--- config.mk ---
export PLATFORM = sky130hd
export DESIGN_NAME = adc_frame_ctrl
export DESIGN_NICKNAME = d
export VERILOG_FILES = /design/src/rtl/adcf_pkg.sv /design/src/rtl/adcf_sclk_gen.sv /design/src/rtl/adcf_shifter.sv /design/src/rtl/adc_frame_ctrl.sv
export SDC_FILE = /design/constraint.sdc
export NUM_CORES = 1
export LEC_CHECK = 0
export BUFFER_PORTS_ARGS = -buffer_cell sky130_fd_sc_hd__buf_2
export CORE_MARGIN = 2
export CORE_UTILIZATION = 50
export CTS_CLUSTER_DIAMETER = 100
export DETAILED_ROUTE_END_ITERATION = 7
export PLACE_DENSITY_LB_ADDON = 0.12
export SYNTH_ARGS = -nofsm -noshare
export SYNTH_HDL_FRONTEND = slang
export SYNTH_SLANG_ARGS = --single-unit
--- constraint.sdc ---
create_clock -name clk -period 2.6 [get_ports clk]
set_input_delay 0.26 -clock clk [delete_from_list [all_inputs] [get_ports clk]]
set_output_delay 0.26 -clock clk [all_outputs]
set_load 0.05 [all_outputs]
--- src/rtl/adcf_pkg.sv ---
package adcf_pkg;

    localparam int CMD_BITS   = 8;
    localparam int RES_BITS   = 12;
    localparam int FRAME_CLKS = 24;
    localparam int LAST_PHASE = 2 * FRAME_CLKS;        // idle-low phase after final fall
    localparam int PH_W       = $clog2(LAST_PHASE + 1);
    localparam int EDGE_W     = $clog2(FRAME_CLKS + 1);
    localparam int STROBE_EDGE    = CMD_BITS + 1;       // rising edge that checks strobe
    localparam int FIRST_RES_EDGE = CMD_BITS + 2;       // rising edge capturing MSB
    localparam int LAST_RES_EDGE  = FIRST_RES_EDGE + RES_BITS - 1;

    localparam logic [1:0] PWR_EXT_CLK = 2'b11;

    typedef enum logic [0:0] {
        ST_IDLE = 1'b0,
        ST_RUN  = 1'b1
    } fsm_t;

    typedef struct packed {
        logic [2:0] chan;
        logic       unipolar;
        logic       single_ended;
    } req_t;

    typedef struct packed {
        logic              rise;
        logic              fall;
        logic              last;
        logic [EDGE_W-1:0] edge_no;
    } sclk_ev_t;

    function automatic logic [CMD_BITS-1:0] make_cmd(input req_t r);
        return {1'b1, r.chan, r.unipolar, r.single_ended, PWR_EXT_CLK};
    endfunction

    function automatic logic in_capture(input logic [EDGE_W-1:0] e);
        return (e >= EDGE_W'(FIRST_RES_EDGE)) && (e <= EDGE_W'(LAST_RES_EDGE));
    endfunction

endpackage

--- src/rtl/adcf_sclk_gen.sv ---
module adcf_sclk_gen
    import adcf_pkg::*;
#(
    parameter int DIV_W = 10
) (
    input  logic             clk,
    input  logic             rst,
    input  logic             load,
    input  logic             run,
    input  logic [DIV_W-1:0] half_m1,
    output logic             sclk,
    output sclk_ev_t         ev
);

    logic [DIV_W-1:0] cnt;
    logic [DIV_W-1:0] half_q;
    logic [PH_W-1:0]  phase;
    logic [PH_W-1:0]  phase_nx;
    logic             tick;
    logic             at_end;
    logic [PH_W:0]    edge_calc;

    assign tick      = run && (cnt == half_q);
    assign at_end    = (phase == PH_W'(LAST_PHASE));
    assign phase_nx  = phase + 1'b1;
    assign edge_calc = ({1'b0, phase} + (PH_W+1)'(2)) >> 1;

    always_comb begin
        ev.rise    = tick && !at_end && !phase[0];
        ev.fall    = tick && phase[0];
        ev.last    = tick && at_end;
        ev.edge_no = edge_calc[EDGE_W-1:0];
    end

    always_ff @(posedge clk) begin
        if (rst) begin
            cnt    <= '0;
            half_q <= '0;
            phase  <= '0;
            sclk   <= 1'b0;
        end else if (load) begin
            cnt    <= '0;
            half_q <= half_m1;
            phase  <= '0;
            sclk   <= 1'b0;
        end else if (tick) begin
            cnt <= '0;
            if (!at_end) begin
                phase <= phase_nx;
                sclk  <= phase_nx[0];
            end
        end else if (run) begin
            cnt <= cnt + 1'b1;
        end
    end

endmodule

--- src/rtl/adcf_shifter.sv ---
module adcf_shifter
    import adcf_pkg::*;
(
    input  logic                clk,
    input  logic                rst,
    input  logic                load,
    input  logic [CMD_BITS-1:0] cmd_in,
    input  logic                rise,
    input  logic                fall,
    input  logic [EDGE_W-1:0]   edge_no,
    input  logic                miso,
    output logic                mosi,
    output logic [RES_BITS-1:0] res
);

    logic [CMD_BITS-1:0] cmd_sr;

    assign mosi = cmd_sr[CMD_BITS-1];

    always_ff @(posedge clk) begin
        if (rst) begin
            cmd_sr <= '0;
        end else if (load) begin
            cmd_sr <= cmd_in;
        end else if (fall) begin
            cmd_sr <= {cmd_sr[CMD_BITS-2:0], 1'b0};
        end
    end

    always_ff @(posedge clk) begin
        if (rst || load) begin
            res <= '0;
        end else if (rise && in_capture(edge_no)) begin
            res <= {res[RES_BITS-2:0], miso};
        end
    end

endmodule

--- src/rtl/adc_frame_ctrl.sv ---
module adc_frame_ctrl
    import adcf_pkg::*;
#(
    parameter int DIV_W       = 10,
    parameter int MAX_HALF_M1 = 499
) (
    input  logic                clk,
    input  logic                rst,
    input  logic                start,
    input  logic [2:0]          chan,
    input  logic                unipolar,
    input  logic                single_ended,
    input  logic [DIV_W-1:0]    half_m1,
    output logic                busy,
    output logic                done,
    output logic [RES_BITS-1:0] result,
    output logic                strobe_err,
    output logic                div_err,
    output logic                cs_n,
    output logic                sclk,
    output logic                mosi,
    input  logic                miso,
    input  logic                conv_strobe
);

    localparam logic [DIV_W-1:0] HALF_LIMIT = DIV_W'(MAX_HALF_M1);

    fsm_t                state;
    sclk_ev_t            ev;
    req_t                req;
    logic                div_ok;
    logic                accept;
    logic [RES_BITS-1:0] res_sr;

    assign req    = '{chan: chan, unipolar: unipolar, single_ended: single_ended};
    assign div_ok = (half_m1 <= HALF_LIMIT);
    assign accept = (state == ST_IDLE) && start && div_ok;
    assign busy   = (state == ST_RUN);

    adcf_sclk_gen #(.DIV_W(DIV_W)) u_clkgen (
        .clk     (clk),
        .rst     (rst),
        .load    (accept),
        .run     (busy),
        .half_m1 (half_m1),
        .sclk    (sclk),
        .ev      (ev)
    );

    adcf_shifter u_shift (
        .clk     (clk),
        .rst     (rst),
        .load    (accept),
        .cmd_in  (make_cmd(req)),
        .rise    (ev.rise),
        .fall    (ev.fall),
        .edge_no (ev.edge_no),
        .miso    (miso),
        .mosi    (mosi),
        .res     (res_sr)
    );

    always_ff @(posedge clk) begin
        if (rst) begin
            state      <= ST_IDLE;
            cs_n       <= 1'b1;
            done       <= 1'b0;
            result     <= '0;
            strobe_err <= 1'b0;
            div_err    <= 1'b0;
        end else begin
            done <= 1'b0;
            unique case (state)
                ST_IDLE: begin
                    if (start) begin
                        if (div_ok) begin
                            state <= ST_RUN;
                            cs_n  <= 1'b0;
                        end else begin
                            div_err <= 1'b1;
                        end
                    end
                end
                ST_RUN: begin
                    if (ev.rise && (ev.edge_no == EDGE_W'(STROBE_EDGE)) && !conv_strobe) begin
                        strobe_err <= 1'b1;
                    end
                    if (ev.last) begin
                        state  <= ST_IDLE;
                        cs_n   <= 1'b1;
                        done   <= 1'b1;
                        result <= res_sr;
                    end
                end
                default: state <= ST_IDLE;
            endcase
        end
    end

endmodule

Word-level counts from Yosys, hierarchy flattened

Index checks and enable logic that the tools add are counted.
W data, S select, Z words.

Flip-flop bits (word level): 64
Bits of input ports: 20
Output and inout port bits: 19
Word-level logic and storage cells: 62

Add/subtract/negate cells: 3
Magnitude comparators: 3
Eq/ne operators: 6
Multiplexer cells: 11
Bitwise gates (word level): 3
Reductions and logical operators: 24

Operator list:

| kind                    | count |
|---|---|
| $mux W8                 | 2 |
| $logic_and A1 B1 Y1     | 11 |
| $add A10 B1 Y10 const B | 1 |
| $eq A10 B10 Y1          | 1 |
| $le A10 B9 Y1 const B   | 1 |
| $mux W1                 | 7 |
| $add A6 B1 Y6 const B   | 1 |
| $add A6 B2 Y6 const B   | 1 |
| $eq A6 B6 Y1 const B    | 1 |
| $reduce_and A2 Y1       | 3 |
| $reduce_and A3 Y1       | 2 |
| $eq A5 B4 Y1 const B    | 1 |
| $ge A5 B4 Y1 const B    | 1 |
| $le A5 B5 Y1 const B    | 1 |
| $ne A2 B2 Y1 const B    | 2 |
| $pmux W1 S2             | 2 |
| $reduce_or A2 Y1        | 2 |
| $logic_not A1 Y1        | 3 |
| $not A1 Y1              | 3 |
| $reduce_or A3 Y1        | 1 |
| $ne A2 B1 Y1 const B    | 1 |
| $reduce_bool A2 Y1      | 1 |
| $logic_or A1 B1 Y1      | 1 |

Depth between registers and ports, before layout

Word-level depth: 7
Gate-level depth with buffers: 10
Mapped depth without buffers: 7

Modules after synthesis

From an unflattened synthesis, not the netlist that was laid out.

Cells, all modules: 299
Area total of the unflattened synthesis: 2740.1 µm²

By module, submodules not included:

| module         | times used | cells an instance | area each (µm²) | sequential area each (µm²) |
|---|---|---|---|---|
| adcf_sclk_gen  | 1          | 135               | 1265.0          | 520.5 |
| adcf_shifter   | 1          | 87                | 829.5           | 400.4 |
| adc_frame_ctrl | 1          | 77                | 645.6           | 340.3 |

Worst setup path before layout

No wires, ideal clock.

Path type: reg2reg
Start: register u_clkgen.phase[0]
End: register u_clkgen.phase[5]
Setup time: 0.071 ns
Data arrival time: 2.795 ns
Required time: 2.529 ns
Setup slack: -0.267 ns
Cell stages (with the launch flop): 10
Path buffers: 2
Period minus slack after synthesis: 2.867 ns
Path through: dfxtp_1 clkbuf_1 inv_1 clkbuf_1 ha_1 nand4b_1 o211ai_1 or4_4 or4_1 a21oi_1

Cells in the longest elaborated chain, start to end: 3
Elaborated cells between the ends (all ways): 4
Classes of those cells: add/sub: 1; eq/ne: 1; bitwise: 1; reduce/logical: 1

RTL lines:

| what                                                  | RTL line            | source |
|---|---|---|
| start, declared                                       | adcf_sclk_gen.sv:17 | `logic [PH_W-1:0] phase;` |
| start signal, assigned                                | adcf_sclk_gen.sv:49 | `phase <= phase_nx;` |
| branches (longest 3 deep; another with $add A6 B1 Y6) | --                  |  |

Parallel ways; which one is timed is not known.
A chain may end at the register's enable or synchronous reset.

Worst setup path after layout

Start: register u_clkgen.phase[1]
End: register u_clkgen.phase[5]

Same word-level chain as after synthesis.

==> results.ini <==
[place]
place_hpwl_microns = 4290
io_buffers = 38
place_area_sq_um = 3050
place.gp.congestion = 0.851

[min_path]
hold_path.class = input pin to register
holdPathEnd = u_clkgen.half_q[1]
timing.hold.worst_path_depth = 3
worstHoldStart = half_m1[1]

[clocking]
postCtsSetupBuffers = 0
cts.sinks = 63
cts_hold_buf = 0
clk_latency_ns = 0.35
cts_resized = 0
cts_max_path_buffers = 2
root_buffer = clkbuf_8
tritoncts = done
path_clk_slew_ns = 0.07
cts.htree.levels = 3
cts_buffers = 9

[floorplan]
coreArea_sq_um = 5410
die_w_microns = 78.3
die_area_sq_um = 6130
die-height_microns = 78.3
num_rows = 27
io_pins = 39
initial_core_util_pct = 51.0

[sta]
fin_crit_ns = 2.27
finalCritPeriodShare_pct = 87.5
rsz0062_at_grt = no
tightest_slew_ns = 0.841
relSlewSlack_pct = 43.7
finalSetupViolCount = 0
drv_slew = 0
finalClockSkew_ns = 0.00887
hold_viol = 0
setup-tns-final_ns = 0
fmax_mhz = 440

[yosys]
synth_nets = 345
ys_ff_latch = 63
synth_area_leaders = dfxtp_1 46%, nand2_1 5.9%, a21oi_1 5.6%, xnor2_1 5.1%, mux2i_1 4.7%
synth_top_area_share_pct = 45.7
synth_cell_type_count = 38
yosysSeqAreaShare_pct = 45.7
synth_top_area_cell = dfxtp_1
syn_inst = 319
avgSynthCellArea_sq_um = 8.64
mappedNetlistArea_sq_um = 2760
synth_warnings = 0

[flow_run]
maxCapViolations = 0

[route]
drt_pre_antenna_iters = 4
drtIter0Drc = 115
num_vias = 2395
drt-total-wl_microns = 6280
vias_per_cell = 5.49
drc = 0
wire_per_inst_microns = 14.4
antenna_left = 0

[grt]
grt_pass1_vias = 2364
grt_max_degree = 35
grt_usage_pct = 22.3
overflow = 0
grt_antenna_before_repair = 0
grt_pass1_wl_microns = 10600

[power]
ir_worst_vdd_uv = 394
leakagePower_nw = 1.22
p_per_area_nw_per_um2 = 645

[outcome]
status = complete, no violations

[cells_and_area]
nNetsFinal = 386
fillers = 506
fin_area_sq_um = 3260
drive_above_1_share_pct = 19.2
area_growth_pct = 18.3
diodes = 0

[worst_setup_path]
cp-end-kind = register
cpPeakStageDelay_ns = 0.54
cp_max_fo = 7
path_buf_inv = 1
reg2reg_from = u_clkgen.phase[1]
crit_path_cell_trace = inv_1 > ha_1 > nand4b_1 > o211ai_1 > or4_4 > or4_1 > a21oi_1
rrSetupSlack_ns = 0.33
cp-start-kind = register
path_class = register to register
cpMaxStageDelayCell = or4_4
reg2reg_to = u_clkgen.phase[5]
crit_family = simple AND/OR/NAND/NOR gates
arrival_ns = 2.54
rr_worst_depth = 7
cp.required_ns = 2.87

==> flip-flops by register name, indices dropped and copies added (netlist names) <==
| register | cells |
|---|---|
| u_shift.res | 12 |
| result | 12 |
| cs_n | 1 |
| busy | 1 |
| strobe_err | 1 |
| u_clkgen.phase | 6 |
| u_shift.cmd_sr | 8 |
| div_err | 1 |
| u_clkgen.cnt | 10 |
| u_clkgen.half_q | 10 |
| done | 1 |
==> cell type report <==
cell class	instances	area [sq um]	area share (%)
inverters	6	22.5	0.690
flip-flops and latches	63	1260	38.8
repair buffers	49	273	8.36
multi-input cells	231	1400	42.9
well taps	72	90.1	2.76
clock inverters	3	66.3	2.03
clock buffers	12	145	4.45
==> worst reg2reg max path, cell delays in order (launching register included) <==
cell and delay, ns:
dfxtp_1 0.45, inv_1 0.11, ha_1 0.20, nand4b_1 0.14, o211ai_1 0.13, or4_4 0.54
or4_1 0.48, a21oi_1 0.15
==> layout by cell type (no fill, tap or decap), drive strengths merged, types with 2 or more instances in the layout <==
cell	Yosys	routed
dfxtp	63	63
buf	3	49
nand2	43	43
a21oi	31	31
nor2	24	24
o21ai	24	24
nand3	24	24
xnor2	18	18
mux2i	13	13
clkbuf	16	12
nand4	7	7
inv	6	7
ha	6	6
a311oi	5	5
xor2	4	4
or4	4	4
nor2b	3	3
and3	3	3
nor4	2	2
o211ai	2	2
a31oi	2	2
or3	2	2
o211a	2	2
nor3	2	2
o31ai	2	2
bufinv	0	2
==> Yosys cell counts <==
cell type / n
dfxtp_1: 63
nand2_1: 43
a21oi_1: 31
nor2_1: 24
o21ai_0: 24
nand3_1: 23
clkbuf_1: 16
xnor2_1: 16
mux2i_1: 13
nand4_1: 7
ha_1: 6
inv_1: 6
a311oi_1: 5
xor2_1: 4
and3_1: 3
nor2b_1: 3
or4_1: 3
a31oi_1: 2
buf_4: 2
nor3_1: 2
o211a_1: 2
o211ai_1: 2
o31ai_1: 2
or3_1: 2
xnor2_2: 2
a2111oi_0: 1
a21bo_2: 1
a21o_1: 1
a22oi_1: 1
a32o_1: 1
buf_2: 1
nand2b_1: 1
nand3_2: 1
nand3b_1: 1
nand4b_1: 1
nor4_1: 1
nor4_2: 1
or4_4: 1
==> kinds of logic (layout without fill, tap and decap cells) <==
group	Yosys count	after routing	synth area share (%)
flops	63	63	45.7
xor+xnor	22	22	7.53
fa+ha+maj	6	6	2.72
mux	13	13	4.72
compound gates	73	73	15.4
buf+inv	25	70	3.72
simple gates	117	117	20.1
==> layer usage <==
metal,vias to the layer above,global-route usage (%),share of wire (%)
li1,1203,-,-
met1,1129,26.8,45
met2,52,36.8,49
met3,11,8.28,4.6
met4,0,8.07,1.5
met5,-,0,0
==> worst max-delay path by stage <==
stage                                 start           endpoint  slack [ns]  cells after the start
final                     u_clkgen.phase[1]  u_clkgen.phase[5]        0.33                      7
after detailed placement  u_clkgen.phase[1]  u_clkgen.phase[5]        0.36                      7
after global routing      u_clkgen.phase[1]     u_shift.res[6]        0.13                      7
after floorplan           u_clkgen.phase[0]  u_clkgen.phase[5]        0.08                      9
after global placement    u_clkgen.phase[1]     u_shift.res[4]        0.43                      7
after CTS                 u_clkgen.phase[1]  u_clkgen.phase[5]        0.33                      7
==> through the flow <==
step                power, mW  util, %  hold WS [ns]  setup WS [ns]  cells
finish                   2.10     60.3         0.161          0.326    436
floorplan                1.14        -         0.396         0.0840    319
global route             2.18     60.3         0.152          0.129    436
global placement         1.20     56.4         0.450          0.431    421
CTS                      2.13     60.3         0.152          0.329    436
detailed placement       1.20     56.4         0.457          0.356    421
==> report_power, final <==
group / internal (mW) / total [mW] / leakage [nW] / switching [mW]
registers: 0.987 / 1.01 / 0.511 / 0.0183
clock network: 0.562 / 0.922 / 0.107 / 0.360
logic: 0.0603 / 0.176 / 0.606 / 0.115
Power figures use the tool's default switching activity.
